===== config.mk =====
export PLATFORM = sky130hd
export DESIGN_NAME = intr_entry
export DESIGN_NICKNAME = d
export VERILOG_FILES = /design/src/rtl/ie_pkg.sv /design/src/rtl/ie_cause_decode.sv /design/src/rtl/ie_ret_addr.sv /design/src/rtl/ie_status_form.sv /design/src/rtl/intr_entry.sv
export SDC_FILE = /design/constraint.sdc
export NUM_CORES = 1
export LEC_CHECK = 0
export BUFFER_PORTS_ARGS = -buffer_cell sky130_fd_sc_hd__buf_2
export CORE_AREA = 2 2 165 167
export CTS_CLUSTER_DIAMETER = 50
export DETAILED_ROUTE_END_ITERATION = 10
export DIE_AREA = 0 0 167 169
export GPL_ROUTABILITY_DRIVEN = 0
export PLACE_DENSITY = 0.71
export SYNTH_ARGS = -nofsm -noshare
export SYNTH_HDL_FRONTEND = slang
export SYNTH_HIERARCHICAL = 1
export SYNTH_SLANG_ARGS = --single-unit

===== constraint.sdc =====
create_clock -name clk -period 3.1 [get_ports clk]
set_input_delay 0.62 -clock clk [delete_from_list [all_inputs] [get_ports clk]]
set_output_delay 0.62 -clock clk [all_outputs]
set_load 0.02 [all_outputs]

===== src/rtl/ie_pkg.sv =====
package ie_pkg;
  typedef enum logic [1:0] {
    OPC_NONE = 2'd0,
    OPC_SC   = 2'd1,
    OPC_TRAP = 2'd2,
    OPC_RSV  = 2'd3
  } ie_opc_e;

  // convert a big-endian bit index into a little-endian one
  function automatic int be2le(input int width, input int be_idx);
    return width - 1 - be_idx;
  endfunction
endpackage


===== src/rtl/ie_cause_decode.sv =====
module ie_cause_decode
  import ie_pkg::*;
#(
  parameter int ILEN   = 32,
  parameter int SC_BIT = 1
) (
  input  logic            valid_i,
  input  logic [1:0]      op_i,
  input  logic [ILEN-1:0] insn_i,
  output logic            do_sc_o,
  output logic            do_trap_o,
  output logic            bad_o
);
  ie_opc_e opc;
  logic    sc_form;

  always_comb begin
    opc       = ie_opc_e'(op_i);
    sc_form   = insn_i[SC_BIT];
    do_sc_o   = 1'b0;
    do_trap_o = 1'b0;
    bad_o     = 1'b0;
    if (valid_i) begin
      unique case (opc)
        OPC_SC: begin
          if (sc_form) do_sc_o = 1'b1;
          else         bad_o   = 1'b1;
        end
        OPC_TRAP: do_trap_o = 1'b1;
        default: ;
      endcase
    end
  end
endmodule


===== src/rtl/ie_ret_addr.sv =====
module ie_ret_addr #(
  parameter int XLEN       = 64,
  parameter int INSN_BYTES = 4
) (
  input  logic [XLEN-1:0] cia_i,
  input  logic            next_i,
  output logic [XLEN-1:0] ret_o
);
  localparam logic [XLEN-1:0] STEP = XLEN'(INSN_BYTES);

  always_comb ret_o = next_i ? (cia_i + STEP) : cia_i;
endmodule


===== src/rtl/ie_status_form.sv =====
module ie_status_form
  import ie_pkg::*;
#(
  parameter int              XLEN     = 64,
  parameter logic [XLEN-1:0] CLR_MASK = 64'h0000_0000_783F_0000,
  parameter logic [XLEN-1:0] KEEP     = 64'h8000_0000_783F_0001,
  parameter int              TRAP_BE  = 46
) (
  input  logic [XLEN-1:0] msr_i,
  input  logic            is_trap_i,
  output logic [XLEN-1:0] srr1_o,
  output logic [XLEN-1:0] msr_o
);
  localparam int TRAP_LE = be2le(XLEN, TRAP_BE);

  logic [XLEN-1:0] flag;

  always_comb begin
    flag          = '0;
    flag[TRAP_LE] = is_trap_i;
    srr1_o        = (msr_i & ~CLR_MASK) | flag;
    msr_o         = msr_i & KEEP;
  end
endmodule


===== src/rtl/intr_entry.sv =====
module intr_entry
  import ie_pkg::*;
#(
  parameter int              XLEN       = 64,
  parameter int              ILEN       = 32,
  parameter int              SC_BIT     = 1,
  parameter int              INSN_BYTES = 4,
  parameter logic [XLEN-1:0] SC_VEC     = 64'h0000_0000_0000_0C00,
  parameter logic [XLEN-1:0] TRAP_VEC   = 64'h0000_0000_0000_0700,
  parameter logic [XLEN-1:0] CLR_MASK   = 64'h0000_0000_783F_0000,
  parameter logic [XLEN-1:0] KEEP       = 64'h8000_0000_783F_0001,
  parameter int              TRAP_BE    = 46
) (
  input  logic            clk,
  input  logic            rst,
  input  logic            valid_i,
  input  logic [1:0]      op_i,
  input  logic [ILEN-1:0] insn_i,
  input  logic [XLEN-1:0] cia_i,
  input  logic [XLEN-1:0] msr_i,
  output logic            take_o,
  output logic            illegal_o,
  output logic [XLEN-1:0] vector_o,
  output logic [XLEN-1:0] srr0_o,
  output logic [XLEN-1:0] srr1_o,
  output logic [XLEN-1:0] msr_o
);
  localparam int TRAP_LE = be2le(XLEN, TRAP_BE);

  logic            do_sc, do_trap, bad, accept;
  logic [XLEN-1:0] ret_addr, srr1_nx, msr_nx;

  ie_cause_decode #(.ILEN(ILEN), .SC_BIT(SC_BIT)) u_dec (
    .valid_i(valid_i), .op_i(op_i), .insn_i(insn_i),
    .do_sc_o(do_sc), .do_trap_o(do_trap), .bad_o(bad)
  );

  ie_ret_addr #(.XLEN(XLEN), .INSN_BYTES(INSN_BYTES)) u_ret (
    .cia_i(cia_i), .next_i(do_sc), .ret_o(ret_addr)
  );

  ie_status_form #(.XLEN(XLEN), .CLR_MASK(CLR_MASK), .KEEP(KEEP),
                   .TRAP_BE(TRAP_BE)) u_stat (
    .msr_i(msr_i), .is_trap_i(do_trap), .srr1_o(srr1_nx), .msr_o(msr_nx)
  );

  assign accept = do_sc | do_trap;

  always_ff @(posedge clk) begin
    if (rst) begin
      take_o    <= 1'b0;
      illegal_o <= 1'b0;
      vector_o  <= '0;
      srr0_o    <= '0;
      srr1_o    <= '0;
      msr_o     <= '0;
    end else begin
      take_o    <= accept;
      illegal_o <= bad;
      if (accept) begin
        vector_o <= do_sc ? SC_VEC : TRAP_VEC;
        srr0_o   <= ret_addr;
        srr1_o   <= srr1_nx;
        msr_o    <= msr_nx;
      end
    end
  end

  AST_STROBE_EXCL: assert property (@(posedge clk) disable iff (rst)
    !(take_o && illegal_o));
  AST_VEC_KNOWN: assert property (@(posedge clk) disable iff (rst)
    take_o |-> (vector_o == SC_VEC || vector_o == TRAP_VEC));
  AST_SC_NOFLAG: assert property (@(posedge clk) disable iff (rst)
    (take_o && vector_o == SC_VEC) |-> !srr1_o[TRAP_LE]);
  AST_TRAP_FLAG: assert property (@(posedge clk) disable iff (rst)
    (take_o && vector_o == TRAP_VEC) |-> srr1_o[TRAP_LE]);
  AST_MSR_KEPT: assert property (@(posedge clk) disable iff (rst)
    take_o |-> ((msr_o & ~KEEP) == '0));
  AST_IDLE_HOLD: assert property (@(posedge clk) disable iff (rst)
    !valid_i |=> (!take_o && !illegal_o && $stable(srr0_o) && $stable(srr1_o)));
  AST_ILL_HOLD: assert property (@(posedge clk) disable iff (rst)
    illegal_o |-> ($stable(srr0_o) && $stable(msr_o) && $stable(vector_o)));
endmodule


== Word-level counts from Yosys, hierarchy flattened ==
Index checks and enable logic that the tools add are counted.

* Input bits: 165
* Output and inout bits: 258
* Logic and storage cells: 22
* Register bits after elaboration: 206

* Reductions and logical operators: 1
* Bitwise gates (word level): 4
* Equal/unequal tests: 2
* Mux-type cells: 8
* Add/sub/neg operators: 1

{| class="wikitable"
|+ Operators by type and width
! operator !! count
|-
| $add A64 B3 Y64 const B || 1
|-
| $mux W64 || 1
|-
| $or A64 B18 Y64 || 1
|-
| $mux W12 || 1
|-
| $mux W1 || 6
|-
| $reduce_or A3 Y1 || 1
|-
| $eq A2 B1 Y1 const B || 1
|-
| $eq A2 B2 Y1 const B || 1
|-
| $not A1 Y1 || 2
|-
| $or A1 B1 Y1 || 1
|}

== Logic depth before layout (Yosys ltp) ==
* Word-level depth: 4
* Gate-level depth with buffers: 9
* Gate-level depth less buffers: 8

== Hierarchy ==
The synthesis kept the hierarchy.

{| class="wikitable"
|+ By module, submodules not included
! module !! cells an instance !! instances !! area an instance (um^2) !! seq. area each (um^2)
|-
| intr_entry || 953 || 1 || 8648.3 || 3943.8
|-
| ie_ret_addr || 212 || 1 || 1475.2 || 0.0
|-
| ie_status_form || 129 || 1 || 964.7 || 0.0
|-
| ie_cause_decode || 3 || 1 || 31.3 || 0.0
|}

== Worst setup path after synthesis ==
No wires, ideal clock.

* Path kind: input -> register
* From: in op_i[1]
* To: reg srr0_o[57]
* Required time: 3030 ps
* Path slack: 541 ps
* Library setup time: 70 ps
* Cell stages on the path: 9
* Data arrival time: 2488 ps
* Path buffers: 1
* Cells stage by stage: and4b_1 -> nand4_4 -> nor4_4 -> nand4_2 -> buf_6 -> nor4_2 -> xor2_1 -> o21ai_0 -> a21oi_1

* Cells in the longest elaborated chain, start to end: 4
* Elaborated cells between the ends (all ways): 8
* Those cells by class: 2 x eq/ne; 5 x mux; 1 x bitwise

{| class="wikitable"
|+ Ends and longest elaborated chain
! item !! line !! text
|-
| from (decl) || intr_entry.sv:17 || <nowiki>input logic [1:0] op_i,</nowiki>
|-
| $eq A2 B1 Y1 || ie_cause_decode.sv:24 || <nowiki>unique case (opc)</nowiki>
|-
| $mux W1 || ie_cause_decode.sv:24 ||
|-
| $mux W1 || ie_cause_decode.sv:23 || <nowiki>if (valid_i) begin</nowiki>
|-
| $mux W64 || ie_ret_addr.sv:11 || <nowiki>always_comb ret_o = next_i ? (cia_i + STEP) : cia_i;</nowiki>
|-
| via ret_addr[57] || intr_entry.sv:31 || <nowiki>logic [XLEN-1:0] ret_addr, srr1_nx, msr_nx;</nowiki>
|-
| to (signal assigned) || intr_entry.sv:62 || <nowiki>srr0_o <= ret_addr;</nowiki>
|-
| to (decl) || intr_entry.sv:24 || <nowiki>output logic [XLEN-1:0] srr0_o,</nowiki>
|}

The timed path passes the listed nets, and every way through them passes these cells.
A chain may end at the register's enable or synchronous reset.

== Worst setup path in the final report ==
* From: in op_i[1]
* To: reg srr0_o[56]

* Cells in the longest elaborated chain, start to end: 4
* Elaborated cells between the ends (all ways): 8
* Those cells by class: 2 x eq/ne; 5 x mux; 1 x bitwise

{| class="wikitable"
|+ Ends and longest elaborated chain
! item !! line !! text
|-
| $eq A2 B1 Y1 || ie_cause_decode.sv:24 ||
|-
| $mux W1 || ie_cause_decode.sv:24 ||
|-
| $mux W1 || ie_cause_decode.sv:23 ||
|-
| via do_sc || intr_entry.sv:30 || <nowiki>logic do_sc, do_trap, bad, accept;</nowiki>
|-
| $mux W64 || ie_ret_addr.sv:11 ||
|-
| via ret_addr[56] || intr_entry.sv:31 ||
|}

The timed path passes the listed nets, and every way through them passes these cells.

==> metrics.log <==
[metrics] Mean Syn Cell Area: 8.573 um^2
[metrics] Cell Chain, Critical Path: buf_2 > and4b_4 > nand3_1 > nor4_4 > nand4_2 > nor3_2 > xor2_1 > o21ai_0 > a21oi_1
[metrics] routed vias: 9246
[metrics] logic depth of the worst setup path including buffers: 9
[metrics] vertical extent of the die: 169 um
[metrics] fmax: 402.1 MHz
[metrics] Static Leakage: 5.219 nW
[metrics] site row count: 60
[metrics] part of the cycle the worst path needs: 0.8023
[metrics] CTS Buf Count: 17
[metrics] TritonCTS clock tree: done
[metrics] Finished Core Util: 0.4683
[metrics] Iter 0 DRT Violations: 524
[metrics] number of gates given a new drive strength after cts: 0
[metrics] startpoint class of the critical path: input port
[metrics] worst-path cell with the longest stage delay: sky130_fd_sc_hd__nor4_4
[metrics] # Max-Cap Violations: 0
[metrics] switching portion of total power: 0.3025
[metrics] cell area after synthesis: 11120 um^2
[metrics] Worst Hold Margin: 0.4376 ns
[metrics] starting density of the core: 0.4196
[metrics] number of antenna violations at the first check in global routing: 2
[metrics] DIE AREA: 28220 um^2
[metrics] fraction of the mapped netlist area in compound gates: 0.1737
[metrics] Slowest Stage Delay on Critical Path: 0.42 ns
[metrics] xor-xnor portion of the synthesized cell area: 0.04805
[metrics] Final HPWL DP: 18.87 mm
[metrics] main area contributors after synthesis: sky130_fd_sc_hd__dfxtp_1, sky130_fd_sc_hd__or3b_1, sky130_fd_sc_hd__buf_4
[metrics] net switching component of the power: 1.759 mW
[metrics] hold path cells: 3
[metrics] Clock Path Buffers: 2
[metrics] IO buf count: 331
[metrics] type of destination of the critical path: register
[metrics] Area growth syn-to-layout: 11.60%
[metrics] worst setup path class: in2reg
[metrics] normalized max-slew margin: 0.3934
[metrics] number of failing hold endpoints at the final stage: 0
[metrics] power share of the combinational group: 0.149
[metrics] worst-path maximum fanout: 6
[metrics] count of flip-flops with a built-in enable after synthesis: 0
[metrics] final WL: 27.94 mm
[metrics] vias per std cell: 5.030
[metrics] total of flip-flops plus latches after synthesis: 197
[metrics] final worst clock skew: 0 ns
[metrics] Internal Power: 4.057 mW
[metrics] overall track demand over capacity in global routing: 0.1902
[metrics] number of buffers inserted by hold repair at cts: 0
[metrics] number of buffers and inverters on the critical path: 1
[metrics] Final min period: 2.487 ns
[metrics] Worst-Skew Late Latency: 0.43 ns
[metrics] GRT overflow: 0
[metrics] part of the Yosys area used for sequential elements: 0.3547
[metrics] r2r worst-path depth: 2
[metrics] first-pass GRT wire length: 44.55 mm
[metrics] register area: 3944 um^2
[metrics] Post CTS Setup Buffer Count: 0
[metrics] power per cell area: 468.7 nW/um^2
[metrics] data arrival at the endpoint of the critical path: 2.85 ns
[metrics] worst voltage drop across the vdd grid: 382.8 uV
[metrics] routed length per placed instance: 15.20 um
[metrics] leading cell type in the layout, fill and taps excluded: sky130_fd_sc_hd__buf_2
[metrics] combined area of the multi-input logic cells: 5549 um^2
[metrics] share of synthesized area spent on multiplexers: 0.001013
[metrics] number of sinks handled by clock tree synthesis: 197
[metrics] share of async-settable or async-resettable flops after synthesis: 0
[metrics] DRT Pass-1 Iters: 5
[metrics] cell count after synthesis: 1297
[metrics] Antenna Violating Nets Remaining: 0
[metrics] setup repair after global routing missed its margin: false
[metrics] area share of the leading cell type in the synthesized netlist: 0.3547
[metrics] CP required: 3.46 ns
[metrics] status: completed
[metrics] Synth area leader: sky130_fd_sc_hd__dfxtp_1
[metrics] largest family of logic cells by synthesized area: simple AND/OR/NAND/NOR gates
[metrics] post-synthesis simple-gate area fraction: 0.2336
[metrics] fillers: 2647
[metrics] count of synthesis-stage warnings from yosys: 6
[metrics] number of distinct library cells after synthesis: 40
[metrics] clock root buffer: sky130_fd_sc_hd__clkbuf_16
[metrics] fraction of final layout cells sized beyond drive strength 1: 0.2722
[metrics] critical path's top delay family: simple AND/OR/NAND/NOR gates
[metrics] die width: 167 um
[metrics] io pins: 423
[metrics] Tot Pwr: 5.817 mW
[metrics] total of endpoints with negative setup slack in the final report: 0
[metrics] number of remaining DRC errors: 0
[metrics] dominant register cell in the synthesized netlist: sky130_fd_sc_hd__dfxtp_1
[metrics] clock share of power: 0.388
[metrics] maximum number of pins on one net before global-route repair: 231
[metrics] core area: 26500 um^2
[metrics] Reg power frac: 0.463
[metrics] Final Max Tran Viols: 0
[metrics] via count of the first global-routing pass: 8357
[metrics] clock transition at the registers of the reported paths: 0.09 ns
[metrics] worst-margin pin slew: 0.9099 ns
[metrics] H-tree depth: 4
[metrics] path type of the worst min-delay path: in2reg
[metrics] adder and majority cell fraction of the synthesized area: 0.001125
[metrics] Fin Setup TNS: 0 ns
[metrics] Post-layout nets: 1648
[metrics] top library cells by usage in the layout, fill and taps aside: sky130_fd_sc_hd__buf_2, sky130_fd_sc_hd__dfxtp_1, sky130_fd_sc_hd__a21oi_1, sky130_fd_sc_hd__or3b_1, sky130_fd_sc_hd__o21ai_0
==> cell families (layout without fill, tap and decap cells) <==
logic type | after synthesis | after routing
mux | 1 | 1
other cells | 2 | 123
buf+inv | 311 | 390
simple gates | 338 | 338
compound gates | 386 | 386
xor+xnor | 61 | 61
fa+ha+maj | 1 | 1
flops | 197 | 197
==> through the flow <==
| step | setup slack (ns) | cells | cell area (um^2) |
|---|---|---|---|
| finish | 0.6129 | 1838 | 12410 |
| CTS | 0.6463 | 1836 | 12400 |
| floorplan | 0.5415 | 1416 | 11570 |
| global route | 0.4271 | 1838 | 12410 |
| global placement | 0.1983 | 1804 | 11810 |
| detailed placement | 0.2038 | 1804 | 11810 |
==> tightest hold or removal path: stages <==
cell and delay, ns:
sky130_fd_sc_hd__buf_2 0.09, sky130_fd_sc_hd__o21ai_0 0.06, sky130_fd_sc_hd__a21oi_1 0.06
==> cell usage after synthesis, drive strengths merged, types with 2 or more instances <==
cell type	number
inv	10
dfxtp	197
or3b	192
buf	233
xnor2	24
and3	6
nand2	25
nor2	30
o21ai	192
nand4	25
a21oi	194
clkbuf	68
nor3	12
nand3	21
nor4	18
xor2	37
conb	2
or2	2
==> cell type report <==
type | instances | share of cell area
multi-input combinational | 908 | 0.4472
sequential | 197 | 0.3178
timing repair buffer | 348 | 0.1493
clock buffer | 18 | 0.03539
tap | 341 | 0.03438
clock inverter | 14 | 0.01250
inverter | 10 | 0.003025
antenna | 2 | 0.0004033
==> sequential cells by signal, indices dropped and copies added (netlist names) <==
signal and flops:
illegal_o 1, msr_o 64, srr0_o 64, srr1_o 64, take_o 1, vector_o 3
==> worst paths after layout <==
check | startpoint | to | slack (ns)
max | op_i[1] | srr0_o[56] | 0.61
max reg2reg | srr0_o[36] | srr0_o[36] | 2.18
min | msr_i[17] | msr_o[17] | 0.44
min reg2reg | vector_o[10] | vector_o[10] | 0.46
==> per-layer routing <==
metal	routed length, um	global-route usage	part of all wire	up-vias
li1	-	-	-	4643
met1	12370	0.2496	0.44	4263
met3	1523	0.03928	0.055	45
met2	13230	0.3088	0.47	295
met4	814	0.07121	0.029	0
met5	0	0	0	-
==> power groups by stage <==
| stage | logic, mW | clock network [mW] | registers [mW] |
|---|---|---|---|
| 3_3_place_gp | 0.854 | 0 | 2.75 |
| 2_1_floorplan | 0.592 | 0 | 2.89 |
| 5_1_grt | 0.954 | 2.43 | 2.71 |
| 3_5_place_dp | 0.866 | 0 | 2.75 |
| 4_1_cts | 0.870 | 2.33 | 2.69 |
| 6_report | 0.868 | 2.26 | 2.69 |
Power figures use the tool's default switching activity.
